File: config.mk
export PLATFORM = sky130hd
export DESIGN_NAME = dtins_top
export DESIGN_NICKNAME = d
export VERILOG_FILES = /design/src/rtl/dtins_pkg.sv /design/src/rtl/dtins_ctrl.sv /design/src/rtl/dtins_datapath.sv /design/src/rtl/dtins_top.sv
export SDC_FILE = /design/constraint.sdc
export NUM_CORES = 1
export LEC_CHECK = 0
export BUFFER_PORTS_ARGS = -buffer_cell sky130_fd_sc_hd__buf_4
export CAP_MARGIN = 20
export CELL_PAD_IN_SITES_DETAIL_PLACEMENT = 1
export CELL_PAD_IN_SITES_GLOBAL_PLACEMENT = 1
export CORE_MARGIN = 8
export CORE_UTILIZATION = 37
export DETAILED_ROUTE_END_ITERATION = 8
export PLACE_DENSITY_LB_ADDON = 0.1
export SYNTH_ARGS = -nofsm -noshare
export SYNTH_HDL_FRONTEND = slang
export SYNTH_SLANG_ARGS = --single-unit
File: constraint.sdc
create_clock -name clk -period 2.1 [get_ports clk]
set_clock_uncertainty 0.1 [all_clocks]
set_input_delay 0.315 -clock clk [delete_from_list [all_inputs] [get_ports clk]]
set_output_delay 0.315 -clock clk [all_outputs]
set_load 0.01 [all_outputs]
File: src/rtl/dtins_pkg.sv
package dtins_pkg;
  localparam int DT_CODE_W = 8;
  localparam int DT_TICK_W = 10;

  // per-channel strobes from control to datapath
  typedef struct packed {
    logic chg;     // reference changed level this cycle
    logic lvlNew;  // level the reference now has
  } chStrobeT;

  // piecewise dead-time code to tick count
  function automatic logic [DT_TICK_W-1:0] decodeDeadTime(input logic [DT_CODE_W-1:0] c);
    logic [DT_TICK_W-1:0] t;
    if (!c[7])
      t = {3'b000, c[6:0]};
    else if (!c[6])
      t = ({4'b0000, c[5:0]} + 10'd64) << 1;
    else if (!c[5])
      t = ({5'b00000, c[4:0]} + 10'd32) << 3;
    else
      t = ({5'b00000, c[4:0]} + 10'd32) << 4;
    return t;
  endfunction
endpackage

File: src/rtl/dtins_ctrl.sv
module dtins_ctrl
  import dtins_pkg::*;
#(
  parameter int NUM_CH = 2,
  parameter logic [DT_CODE_W-1:0] CODE_RST = '0
) (
  input  logic                     clk,
  input  logic                     rstN,
  input  logic                     cfgWr,
  input  logic [DT_CODE_W-1:0]     cfgData,
  input  logic [NUM_CH-1:0]        refPwm,
  output logic [DT_CODE_W-1:0]     codeQ,
  output logic [DT_TICK_W-1:0]     dtTicks,
  output chStrobeT [NUM_CH-1:0]    strobes
);
  localparam logic [DT_TICK_W-1:0] MAX_TICKS = 10'd1008;

  logic [NUM_CH-1:0] refPrev;

  always_ff @(posedge clk or negedge rstN) begin
    if (!rstN) begin
      codeQ   <= CODE_RST;
      refPrev <= '0;
    end else begin
      if (cfgWr) codeQ <= cfgData;
      refPrev <= refPwm;
    end
  end

  assign dtTicks = decodeDeadTime(codeQ);

  for (genvar i = 0; i < NUM_CH; i++) begin : gStb
    assign strobes[i].chg    = refPwm[i] ^ refPrev[i];
    assign strobes[i].lvlNew = refPwm[i];
  end

  AST_CODE_READBACK: assert property (@(posedge clk) disable iff (!rstN)
    $past(cfgWr) |-> codeQ == $past(cfgData));
  AST_TICKS_MAX: assert property (@(posedge clk) disable iff (!rstN)
    dtTicks <= MAX_TICKS);
endmodule

File: src/rtl/dtins_datapath.sv
module dtins_datapath
  import dtins_pkg::*;
#(
  parameter int NUM_CH = 2
) (
  input  logic                     clk,
  input  logic                     rstN,
  input  chStrobeT [NUM_CH-1:0]    strobes,
  input  logic [DT_TICK_W-1:0]     dtTicks,
  input  logic                     outEnable,
  input  logic [NUM_CH-1:0]        mainEn,
  input  logic [NUM_CH-1:0]        compEn,
  input  logic [NUM_CH-1:0]        mainPolLow,
  input  logic [NUM_CH-1:0]        compPolLow,
  input  logic [NUM_CH-1:0]        mainIdle,
  input  logic [NUM_CH-1:0]        compIdle,
  output logic [NUM_CH-1:0]        mainOut,
  output logic [NUM_CH-1:0]        compOut
);
  localparam logic [DT_TICK_W-1:0] MAX_TICKS = 10'd1008;

  logic [NUM_CH-1:0] lvl;
  logic [NUM_CH-1:0] mainAct;
  logic [NUM_CH-1:0] compAct;
  logic [DT_TICK_W-1:0] cnt [NUM_CH];

  for (genvar i = 0; i < NUM_CH; i++) begin : gCh
    logic mainLog;
    logic compLog;

    always_ff @(posedge clk or negedge rstN) begin
      if (!rstN) begin
        lvl[i] <= 1'b0;
        cnt[i] <= '0;
      end else if (strobes[i].chg) begin
        lvl[i] <= strobes[i].lvlNew;
        cnt[i] <= dtTicks;
      end else if (cnt[i] != '0) begin
        cnt[i] <= cnt[i] - 1'b1;
      end
    end

    assign mainAct[i] = lvl[i] & (cnt[i] == '0);
    assign compAct[i] = ~lvl[i] & (cnt[i] == '0);

    assign mainLog = outEnable ? (mainEn[i] & mainAct[i]) : mainIdle[i];
    assign compLog = outEnable ? (compEn[i] & compAct[i]) : compIdle[i];
    assign mainOut[i] = mainLog ^ mainPolLow[i];
    assign compOut[i] = compLog ^ compPolLow[i];

    AST_OFF_IMMEDIATE: assert property (@(posedge clk) disable iff (!rstN)
      ($past(rstN) && $past(strobes[i].chg && strobes[i].lvlNew)) |-> !compAct[i]);
    AST_DEAD_GAP: assert property (@(posedge clk) disable iff (!rstN)
      (mainAct[i] && $past(compAct[i])) |-> $past(dtTicks) == '0);
    AST_CNT_LIMIT: assert property (@(posedge clk) disable iff (!rstN)
      cnt[i] <= MAX_TICKS);
    AST_NO_OVERLAP: assert property (@(posedge clk) disable iff (!rstN)
      outEnable |-> !((mainOut[i] ^ mainPolLow[i]) && (compOut[i] ^ compPolLow[i])));
  end
endmodule

File: src/rtl/dtins_top.sv
module dtins_top
  import dtins_pkg::*;
#(
  parameter int NUM_CH = 2,
  parameter logic [DT_CODE_W-1:0] CODE_RST = '0
) (
  input  logic                 clk,
  input  logic                 rstN,
  input  logic                 cfgWr,
  input  logic [DT_CODE_W-1:0] cfgData,
  output logic [DT_CODE_W-1:0] cfgCode,
  input  logic                 outEnable,
  input  logic [NUM_CH-1:0]    refPwm,
  input  logic [NUM_CH-1:0]    mainEn,
  input  logic [NUM_CH-1:0]    compEn,
  input  logic [NUM_CH-1:0]    mainPolLow,
  input  logic [NUM_CH-1:0]    compPolLow,
  input  logic [NUM_CH-1:0]    mainIdle,
  input  logic [NUM_CH-1:0]    compIdle,
  output logic [NUM_CH-1:0]    mainOut,
  output logic [NUM_CH-1:0]    compOut
);
  chStrobeT [NUM_CH-1:0] strobes;
  logic [DT_TICK_W-1:0]  dtTicks;

  dtins_ctrl #(.NUM_CH(NUM_CH), .CODE_RST(CODE_RST)) i_ctrl (
    .clk(clk), .rstN(rstN), .cfgWr(cfgWr), .cfgData(cfgData),
    .refPwm(refPwm), .codeQ(cfgCode), .dtTicks(dtTicks), .strobes(strobes)
  );

  dtins_datapath #(.NUM_CH(NUM_CH)) i_dp (
    .clk(clk), .rstN(rstN), .strobes(strobes), .dtTicks(dtTicks),
    .outEnable(outEnable), .mainEn(mainEn), .compEn(compEn),
    .mainPolLow(mainPolLow), .compPolLow(compPolLow),
    .mainIdle(mainIdle), .compIdle(compIdle),
    .mainOut(mainOut), .compOut(compOut)
  );
endmodule

==> results of run 1 <==
## kinds of logic after synthesis
kind of cell / Yosys count
buffers and inverters: 15
AND/OR/NAND/NOR: 68
multiplexers: 14
XOR/XNOR: 17
adder cells (fa/ha/maj): 2
flip-flops: 32
AO/OA/AOI/OAI: 52
## sequential cells by signal, summed over array words and instances (netlist names)
register,flops
i_dp.cnt,20
i_ctrl.refPrev,2
i_ctrl.codeQ,8
i_dp.lvl,2
## layout make-up
cell class | count | share of cell area
clock buffers | 8 | 0.0322
repair buffers | 84 | 0.228
flip-flops and latches | 32 | 0.286
inverters | 8 | 0.0107
multi-input cells | 153 | 0.412
well taps | 70 | 0.0313
## cell usage after synthesis (all sizes together), types with 2 or more instances
library cell / n / area (um^2)
dfrtp: 32 / 801
nand2: 18 / 67.6
nor2: 14 / 52.6
o21ai: 14 / 70.1
a21oi: 13 / 65.1
nor3: 10 / 72.6
xnor2: 10 / 87.6
inv: 8 / 30.0
mux2i: 8 / 80.1
xor2: 7 / 61.3
clkbuf: 6 / 22.5
mux2: 6 / 67.6
nor2b: 6 / 37.5
o22ai: 5 / 37.5
nand3b: 4 / 30.0
o21a: 4 / 30.0
o31ai: 4 / 30.0
or3: 4 / 31.3
a22oi: 3 / 22.5
nand3: 3 / 15.0
nor4: 3 / 18.8
a41oi: 2 / 17.5
ha: 2 / 25.0
or4b: 2 / 23.8
## placed cells by master (no fill, tap or decap), types with 2 or more instances in the layout
| cell type | netlist | routed |
|---|---|---|
| inv_1 | 8 | 4 |
| a22oi_1 | 3 | 3 |
| dfrtp_1 | 32 | 32 |
| o22ai_1 | 4 | 4 |
| nor2b_1 | 6 | 6 |
| clkbuf_1 | 6 | 2 |
| buf_4 | 0 | 82 |
| o21ai_0 | 12 | 12 |
| xor2_1 | 7 | 6 |
| o21a_1 | 4 | 4 |
| nand3_1 | 3 | 3 |
| a21oi_1 | 13 | 11 |
| mux2i_1 | 8 | 8 |
| or4b_4 | 1 | 2 |
| nor2_1 | 14 | 14 |
| nor3_1 | 8 | 7 |
| o31ai_1 | 4 | 3 |
| nor3_4 | 2 | 2 |
| nand2_1 | 18 | 17 |
| a21oi_2 | 0 | 2 |
| mux2_2 | 6 | 6 |
| clkbuf_8 | 0 | 6 |
| or3_4 | 1 | 2 |
| a41oi_2 | 0 | 2 |
| ha_4 | 0 | 2 |
| nand3b_1 | 4 | 4 |
| inv_2 | 0 | 4 |
| xnor2_2 | 0 | 2 |
| o21ai_1 | 2 | 2 |
| or3_1 | 2 | 2 |
| xnor2_1 | 10 | 8 |
| nor4_2 | 0 | 2 |
## metal layers
layer | vias up | wire [um] | track usage
li1 | 888 | - | -
met1 | 898 | 2580 | 0.192
met2 | 39 | 2960 | 0.289
met3 | 8 | 248 | 0.0434
met4 | 0 | 97 | 0.0609
met5 | - | 0 | 0
## stage by stage
step	util	hold WS, ps	total power [mW]	cells	instance area (um^2)
global placement	0.505	177	1.77	332	2530
finish	0.558	87.9	2.45	355	2800
CTS	0.541	76.2	2.40	348	2710
detailed placement	0.505	189	1.83	332	2530
floorplan	-	-80.6	1.38	200	1970
global route	0.558	77.1	2.62	355	2800
## worst max-delay path: stages, from the launching register on
cell,delay [ps]
dfrtp_1,390
inv_2,80
ha_4,120
or4b_4,480
or3_4,380
o22ai_4,130
xor2_2,140
buf_4,130
## worst max path at each step
stage                        startpoint         end  depth (start not counted)
5_1_grt         i_dp.cnt[0]$_DFFE_PN0P_  compOut[1]                          7
6_report        i_dp.cnt[0]$_DFFE_PN0P_  compOut[1]                          7
4_1_cts         i_dp.cnt[0]$_DFFE_PN0P_  compOut[1]                          7
2_1_floorplan  i_dp.cnt[11]$_DFFE_PN0P_  mainOut[0]                          7
3_5_place_dp    i_dp.cnt[0]$_DFFE_PN0P_  compOut[1]                          7
3_3_place_gp    i_dp.cnt[0]$_DFFE_PN0P_  compOut[1]                          7
## report_power, final
part	internal (mW)	switching [mW]	leakage, nW
combinational	0.586	0.517	0.798
clock	0.267	0.214	0.0455
sequential	0.746	0.119	0.385
## repair_timing
action,in CTS,in global routing
setup buffers,7,7
hold buffers,1,0
resized for setup,5,8
endpoints found under the hold margin,32,0
pin swaps,7,8
setup endpoints to repair,6,10
==> flow_summary_export.csv, run 1 <==
group,metric,value,unit
placement,hpwl,4.46,mm
final_layout,fillers,590,
die,ioPinCount,38,
timing,slew_headroom,0.563,
critical_path,cp.arrival,2140,ps
synth,synth-compound-area-share,0.174,
critical_path,cp.required,1680,ps
timing,finalSetupTns,-1590,ps
synth,synthAdderAreaFrac,0.0132,
routing,drtPass1Iterations,4,
timing,hold_viol,0,
worst_hold_path,holdCritPathClass,"input port to flop",
cts,cts_inserted_buffers,5,
cts,cts_tree,"yes",
pwr,leakage,1.23,nW
routing,drtIter0Drc,25,
critical_path,r2r-start,"i_dp.cnt[0]$_DFFE_PN0P_",
synth,syn-num-nets,228,
critical_path,startpoint_type,"flop",
flow_run,drv_cap,0,
timing,fin_ws,-453,ps
timing,rsz0062_at_grt,"true",
routing,drtAntennaViolNets,0,
synth,syn-cell-area,0.00189,mm^2
cts,clock_latency,280,ps
timing,period_minus_slack,2550,ps
synth,avgSynthCellArea,9.45,um^2
routing,wl,5.89,mm
cts,cts_root_buf,"clkbuf_8",
routing,route.detailed.wl_per_inst,16.6,um
synth,synth_edf_count,0,
pwr,vdd_drop_max,0.507,mV
placement,dp_slack,-162,ps
final_layout,seq_area,801,um^2
timing,worst_slew_pin_slew,653,ps
die,fp-row-count,26,
synth,muxShareOfSynthArea,0.0781,
worst_hold_path,hold_start,"refPwm[0]",
timing,finalSetupViolCount,5,
synth,syn_inst,200,
worst_hold_path,min_path_cells,1,
die,die_area,0.00765,mm^2
critical_path,r2r_setup_slack,-70,ps
die,initial_utilization,0.377,
final_layout,diodes,0,
pwr,power.density,875,mW/mm^2
final_layout,multi_input_area,0.00115,mm^2
critical_path,worst_setup_path_end_kind,"output port",
global_routing,grt_util_all_layers,0.167,
global_routing,grt_first_pass_wirelength,9.85,mm
outcome,violations,"setup timing",
critical_path,timing.rr.end,"i_dp.cnt[1]$_DFFE_PN0P_",
cts,htree_num_levels,2,
routing,num_vias,1833,
global_routing,grt_start_max_net_pins,33,
die,fp.dieH,87.5,um
synth,ys_async_sr_fraction,1.00,
synth,yosysWarnings,0,
global_routing,grt_pass1_vias,2060,
timing,max_freq,392,MHz
die,core_area,0.00501,mm^2
synth,synth_xor_area_frac,0.0788,
synth,synthSimpleGateAreaFrac,0.199,
global_routing,antenna_found_initial,0,
placement,gp_congestion,0.835,
critical_path,critPathKind,"flop to output port",
timing,drv_slew,0,
synth,dominantRegCellSynth,"dfrtp_1",
final_layout,area_growth,48.0,%
synth,ys_seq_area_frac,0.424,
critical_path,worstPathMaxFanout,3,
outcome,status,"finished, violations left",
cts,cts.sinks,32,
routing,drc,0,
worst_hold_path,holdPathEnd,"i_ctrl.refPrev[0]$_DFF_PN0_",
die,die_w,87.5,um
synth,ys_ff_latch,32,
synth,ys_types,42,
cts,clk_pin_slew,60,ps
timing,min_period_over_period,1.22,
cts,clockBufferDepth,2,
final_layout,final_nets,312,
final_layout,final_layout_size_suffix_gt1_frac,0.428,
placement,io_buffers,37,
synth,synth_top_family_by_area,"simple AND/OR/NAND/NOR gates",
global_routing,overflow,0,
routing,routed_via_density,5.16,
critical_path,r2r_cells,8,
Power figures use the tool's default switching activity.
==> run 2, diff against run 1 <==
--- a/config.mk
+++ b/config.mk
@@ -10,9 +10,9 @@
 export CELL_PAD_IN_SITES_DETAIL_PLACEMENT = 1
 export CELL_PAD_IN_SITES_GLOBAL_PLACEMENT = 1
 export CORE_MARGIN = 8
-export CORE_UTILIZATION = 37
+export CORE_UTILIZATION = 41
 export DETAILED_ROUTE_END_ITERATION = 8
-export PLACE_DENSITY_LB_ADDON = 0.1
+export PLACE_DENSITY_LB_ADDON = 0.08
 export SYNTH_ARGS = -nofsm -noshare
 export SYNTH_HDL_FRONTEND = slang
 export SYNTH_SLANG_ARGS = --single-unit
==> constraint.sdc (replaced) <==
create_clock -name clk -period 2.85 [get_ports clk]
set_clock_uncertainty 0.1 [all_clocks]
set_input_delay 0.4275 -clock clk [delete_from_list [all_inputs] [get_ports clk]]
set_output_delay 0.4275 -clock clk [all_outputs]
set_load 0.01 [all_outputs]
==> flow_summary_export.csv, run 2 (synthesis gave the netlist of run 1 again) <==
group,metric,value,unit
outcome,status,"complete, no violations",
routing,wl,5.25,mm
final_layout,final_nets,273,
final_layout,multi_input_area,0.00104,mm^2
final_layout,top_regs,"i_dp.cnt x20, i_ctrl.codeQ x8",
cts,htree_num_levels,2,
final_layout,fillers,511,
placement,hpwl,3.99,mm
routing,routed_via_density,5.70,
timing,hold_viol,0,
pwr,p_int,0.964,mW
die,die_area,0.00704,mm^2
global_routing,antenna_found_initial,0,
final_layout,diodes,0,
cts,clockBufferDepth,2,
routing,drtPass1Iterations,4,
timing,period_minus_slack,2770,ps
timing,finalSetupViolCount,0,
die,initial_utilization,0.428,
placement,io_buffers,37,
critical_path,slowest_delay,500,ps
global_routing,grt_start_max_net_pins,33,
timing,min_period_over_period,0.973,
timing,finalHoldWorstSlack,204,ps
critical_path,worstPathMaxFanout,4,
die,fp.dieH,83.9,um
die,die_w,83.9,um
critical_path,worst-path-buf-inv,2,
critical_path,cp.arrival,2240,ps
cts,clk_pin_slew,70,ps
die,ioPinCount,38,
routing,drtAntennaViolNets,0,
cts,cts.sinks,32,
die,fp-row-count,24,
pwr,leakage,1.01,nW
timing,drv_slew,0,
pwr,switching_power,0.547,mW
pwr,vdd_drop_max,0.281,mV
final_layout,finalNonFillerCells,297,
final_layout,layout_common_cells,"buf_4, dfrtp_1, nand2_1",
final_layout,seq_area,801,um^2
routing,drtIter0Drc,89,
critical_path,worst_setup_path_end_kind,"output port",
placement,gp_congestion,0.867,
pwr,p_seq_frac,0.449,
timing,worst_slew_pin_slew,841,ps
cts,cts_tree,"yes",
placement,dp_cells,284,
global_routing,grt_first_pass_wirelength,8.73,mm
critical_path,startpoint_type,"flop",
cts,cts_inserted_buffers,5,
cts,cts_root_buf,"clkbuf_8",
pwr,finalPower,1.51,mW
pwr,clkPwrFrac,0.213,
critical_path,critPathTopFamily,"simple AND/OR/NAND/NOR gates",
pwr,power.density,641,mW/mm^2
pwr,comb_power_share,0.338,
critical_path,cp_cell_sequence,"inv_2 -> ha_4 -> or4b_4 -> or3_4 -> o22ai_2 -> xor2_1 -> buf_4",
routing,drc,0,
worst_hold_path,holdCritPathClass,"input port to flop",
final_layout,largest_reg_flops,20,
critical_path,cp_slowest_cell,"or4b_4",
global_routing,grt_pass1_vias,1742,
pwr,switching_share,0.362,
final_layout,final_layout_size_suffix_gt1_frac,0.273,
routing,num_vias,1694,
final_layout,final_common_cell,"buf_4",
timing,slew_headroom,0.438,
global_routing,overflow,0,
final_layout,area_growth,24.6,%
critical_path,critPathKind,"flop to output port",
flow_run,drv_cap,0,
timing,max_freq,361,MHz
die,core_area,0.00441,mm^2
critical_path,cp.required,2320,ps
cts,clock_latency,280,ps
final_layout,largest_register,"i_dp.cnt",
critical_path,r2r_setup_slack,610,ps
routing,route.detailed.wl_per_inst,17.7,um
timing,finalSetupTns,0,ps
global_routing,grt_util_all_layers,0.151,
## run 2: per-stage QoR
stage | utilization | area, um^2 | worst slack (ps)
after floorplan | - | 1890 | 325
after global placement | 0.502 | 2210 | 291
after detailed placement | 0.502 | 2210 | 193
after CTS | 0.527 | 2330 | 5.65
after global routing | 0.534 | 2360 | -8.58
final | 0.534 | 2360 | 78.3
## run 2: metal layers
metal | up-vias | track usage | share of wire | wire length (um)
li1 | 811 | - | - | -
met1 | 846 | 0.196 | 0.47 | 2450
met2 | 33 | 0.244 | 0.49 | 2580
met3 | 4 | 0.0391 | 0.037 | 196
met4 | 0 | 0.0283 | 0.0048 | 25
met5 | - | 0 | 0 | 0
## run 2: final cells by class
type,count,area share
Timing Repair Buffer,45,0.144
Clock buffer,6,0.0308
Multi-Input combinational cell,153,0.442
Inverter,8,0.0127
Clock inverter,1,0.00212
Tap cell,52,0.0276
Sequential cell,32,0.340
## run 2: path summary, 6_finish.rpt
| kind | start | end | depth (start not counted) |
|---|---|---|---|
| min in group asynchronous | rstN | i_dp.cnt[18]$_DFFE_PN0P_ | 2 |
| setup / recovery | i_dp.cnt[0]$_DFFE_PN0P_ | compOut[1] | 7 |
| setup reg to reg | i_dp.cnt[0]$_DFFE_PN0P_ | i_dp.cnt[1]$_DFFE_PN0P_ | 8 |
| max in group asynchronous | rstN | i_ctrl.codeQ[6]$_DFFE_PN0P_ | 2 |
| hold reg to reg | i_ctrl.refPrev[0]$_DFF_PN0_ | i_dp.lvl[0]$_DFFE_PN0N_ | 1 |
| hold / removal | refPwm[1] | i_ctrl.refPrev[1]$_DFF_PN0_ | 1 |
## run 2: timing repair
action	in CTS	in global routing
gates resized for setup	5	0
pin swaps	1	3
hold buffers	1	0
setup buffers	1	4
endpoints found under the hold margin	26	0
endpoints found under the setup margin	3	3
## run 2: power groups by stage
stage | combinational (mW) | sequential (mW) | clock (mW)
floorplan | 0.341 | 0.645 | 0
CTS | 0.496 | 0.678 | 0.333
detailed placement | 0.476 | 0.683 | 0
global placement | 0.457 | 0.667 | 0
global route | 0.571 | 0.698 | 0.350
finish | 0.510 | 0.679 | 0.322
==> run 3, diff against run 2 <==
--- a/config.mk
+++ b/config.mk
@@ -13,6 +13,7 @@
 export CORE_UTILIZATION = 41
 export DETAILED_ROUTE_END_ITERATION = 8
 export PLACE_DENSITY_LB_ADDON = 0.08
+export RECOVER_POWER = 50
 export SYNTH_ARGS = -nofsm -noshare
 export SYNTH_HDL_FRONTEND = slang
 export SYNTH_SLANG_ARGS = --single-unit
==> flow_summary_export.csv, run 3 (synthesis gave the netlist of run 1 again) <==
group,metric,value,unit
final_layout,top_regs,"i_dp.cnt x20, i_ctrl.codeQ x8",
critical_path,critPathKind,"flop to output port",
critical_path,critPathTopFamily,"simple AND/OR/NAND/NOR gates",
global_routing,grt_pass1_vias,1742,
placement,gp_congestion,0.867,
pwr,leakage,1.00,nW
cts,cts_root_buf,"clkbuf_8",
die,die_area,0.00704,mm^2
critical_path,crit_end,"compOut[1]",
timing,min_period_over_period,0.972,
timing,hold_viol,0,
cts,cts_tree,"yes",
global_routing,antenna_found_initial,0,
critical_path,worst_setup_path_end_kind,"output port",
placement,hpwl,3.99,mm
placement,io_buffers,37,
die,core_area,0.00441,mm^2
global_routing,grt_start_max_net_pins,33,
die,fp-row-count,24,
critical_path,r2r_setup_slack,610,ps
critical_path,r2r-start,"i_dp.cnt[0]$_DFFE_PN0P_",
timing,drv_slew,33,
die,die_w,83.9,um
final_layout,final_layout_size_suffix_gt1_frac,0.261,
timing,max_freq,361,MHz
timing,finalSetupTns,0,ps
cts,clk_pin_slew,70,ps
cts,clock_latency,280,ps
die,ioPinCount,38,
worst_hold_path,hold_start,"refPwm[1]",
cts,cts.sinks,32,
final_layout,final_common_cell,"buf_4",
critical_path,r2r_cells,8,
cts,clockBufferDepth,2,
critical_path,worst-path-buf-inv,2,
final_layout,diodes,0,
timing,worst_slew_pin_slew,1780,ps
worst_hold_path,holdCritPathClass,"input port to flop",
critical_path,cp_cell_sequence,"inv_2 -> ha_4 -> or4b_4 -> or3_4 -> o22ai_2 -> xor2_1 -> buf_4",
routing,routed_via_density,5.70,
die,initial_utilization,0.428,
routing,drtAntennaViolNets,0,
critical_path,startpoint_type,"flop",
pwr,finalPower,1.51,mW
die,fp.dieH,83.9,um
critical_path,cp.arrival,2240,ps
final_layout,largest_register,"i_dp.cnt",
cts,htree_num_levels,2,
routing,num_vias,1694,
global_routing,grt_first_pass_wirelength,8.73,mm
critical_path,cp.depth,7,
final_layout,area_growth,24.0,%
final_layout,final_nets,273,
routing,drtPass1Iterations,4,
outcome,status,"finished, violations left",
routing,route.detailed.wl_per_inst,17.7,um
critical_path,cp.required,2320,ps
global_routing,grt_util_all_layers,0.151,
outcome,violations,"capacitance limit, slew limit",
routing,drc,0,
routing,wl,5.25,mm
timing,finalSetupViolCount,0,
critical_path,slowest_delay,500,ps
timing,period_minus_slack,2770,ps
final_layout,largest_reg_flops,20,
routing,drtIter0Drc,89,
global_routing,overflow,0,
critical_path,cp_slowest_cell,"or4b_4",
flow_run,drv_cap,1,
critical_path,worstPathMaxFanout,4,
critical_path,worstSetupStartpoint,"i_dp.cnt[0]$_DFFE_PN0P_",
cts,cts_inserted_buffers,5,
critical_path,timing.rr.end,"i_dp.cnt[1]$_DFFE_PN0P_",
timing,slew_headroom,-0.184,
pwr,power.density,643,mW/mm^2
final_layout,layout_common_cells,"buf_4, dfrtp_1, nand2_1",
pwr,vdd_drop_max,0.281,mV
run 3: worst reg2reg max path: stages (launching register included):
cell	delay (ps)
dfrtp_1	410
inv_2	100
ha_4	150
or4b_4	500
buf_4	160
buf_4	140
o311ai_0	330
o31ai_1	130
a21oi_1	150
run 3: where the power goes:
part,total [mW],leakage [nW],switching (mW),internal (mW)
registers,0.679,0.385,0.129,0.549
clock network,0.322,0.0410,0.156,0.166
logic,0.508,0.577,0.261,0.246
run 3: worst min-delay path by stage:
stage	cells past startpoint	end	slack (ps)
2_1_floorplan	0	i_ctrl.codeQ[0]$_DFFE_PN0P_	30
3_3_place_gp	1	i_dp.lvl[0]$_DFFE_PN0N_	290
3_5_place_dp	1	i_dp.lvl[0]$_DFFE_PN0N_	290
4_1_cts	1	i_ctrl.refPrev[1]$_DFF_PN0_	200
5_1_grt	1	i_ctrl.refPrev[0]$_DFF_PN0_	280
6_report	1	i_ctrl.refPrev[1]$_DFF_PN0_	260
run 3: what timing repair did:
action,4_1_cts,5_1_grt
pin swaps,1,3
hold buffers,1,0
buffers inserted,1,4
endpoints found under the hold margin,26,0
setup endpoints to repair,3,3
resized for setup,5,0
run 3: cell type report:
type	count	area, um^2
Clock buffer	6	72.6
Tap cell	52	65.1
Fill cell	512	2070
Multi-Input combinational cell	153	1040
Inverter	8	30.0
Clock inverter	1	5.00
Timing Repair Buffer	45	329
Sequential cell	32	801
run 3: metal layers:
layer / vias to the layer above / share of wire / wire (um) / global-route usage
li1: 811 / - / - / -
met4: 0 / 0.0048 / 25 / 0.0283
met1: 846 / 0.47 / 2450 / 0.196
met3: 4 / 0.037 / 195 / 0.0391
met5: - / 0 / 0 / 0
met2: 33 / 0.49 / 2580 / 0.244
run 3: through the flow:
| stage | hold slack (ps) | worst slack (ps) | cells | area [um^2] | util |
|---|---|---|---|---|---|
| after floorplan | 31.9 | 325 | 200 | 1890 | - |
| after global placement | 286 | 291 | 284 | 2210 | 0.502 |
| after detailed placement | 291 | 193 | 284 | 2210 | 0.502 |
| after global routing | 275 | -8.58 | 297 | 2340 | 0.531 |
| final | 264 | 79.3 | 297 | 2340 | 0.531 |
| after CTS | 199 | 5.65 | 293 | 2330 | 0.527 |
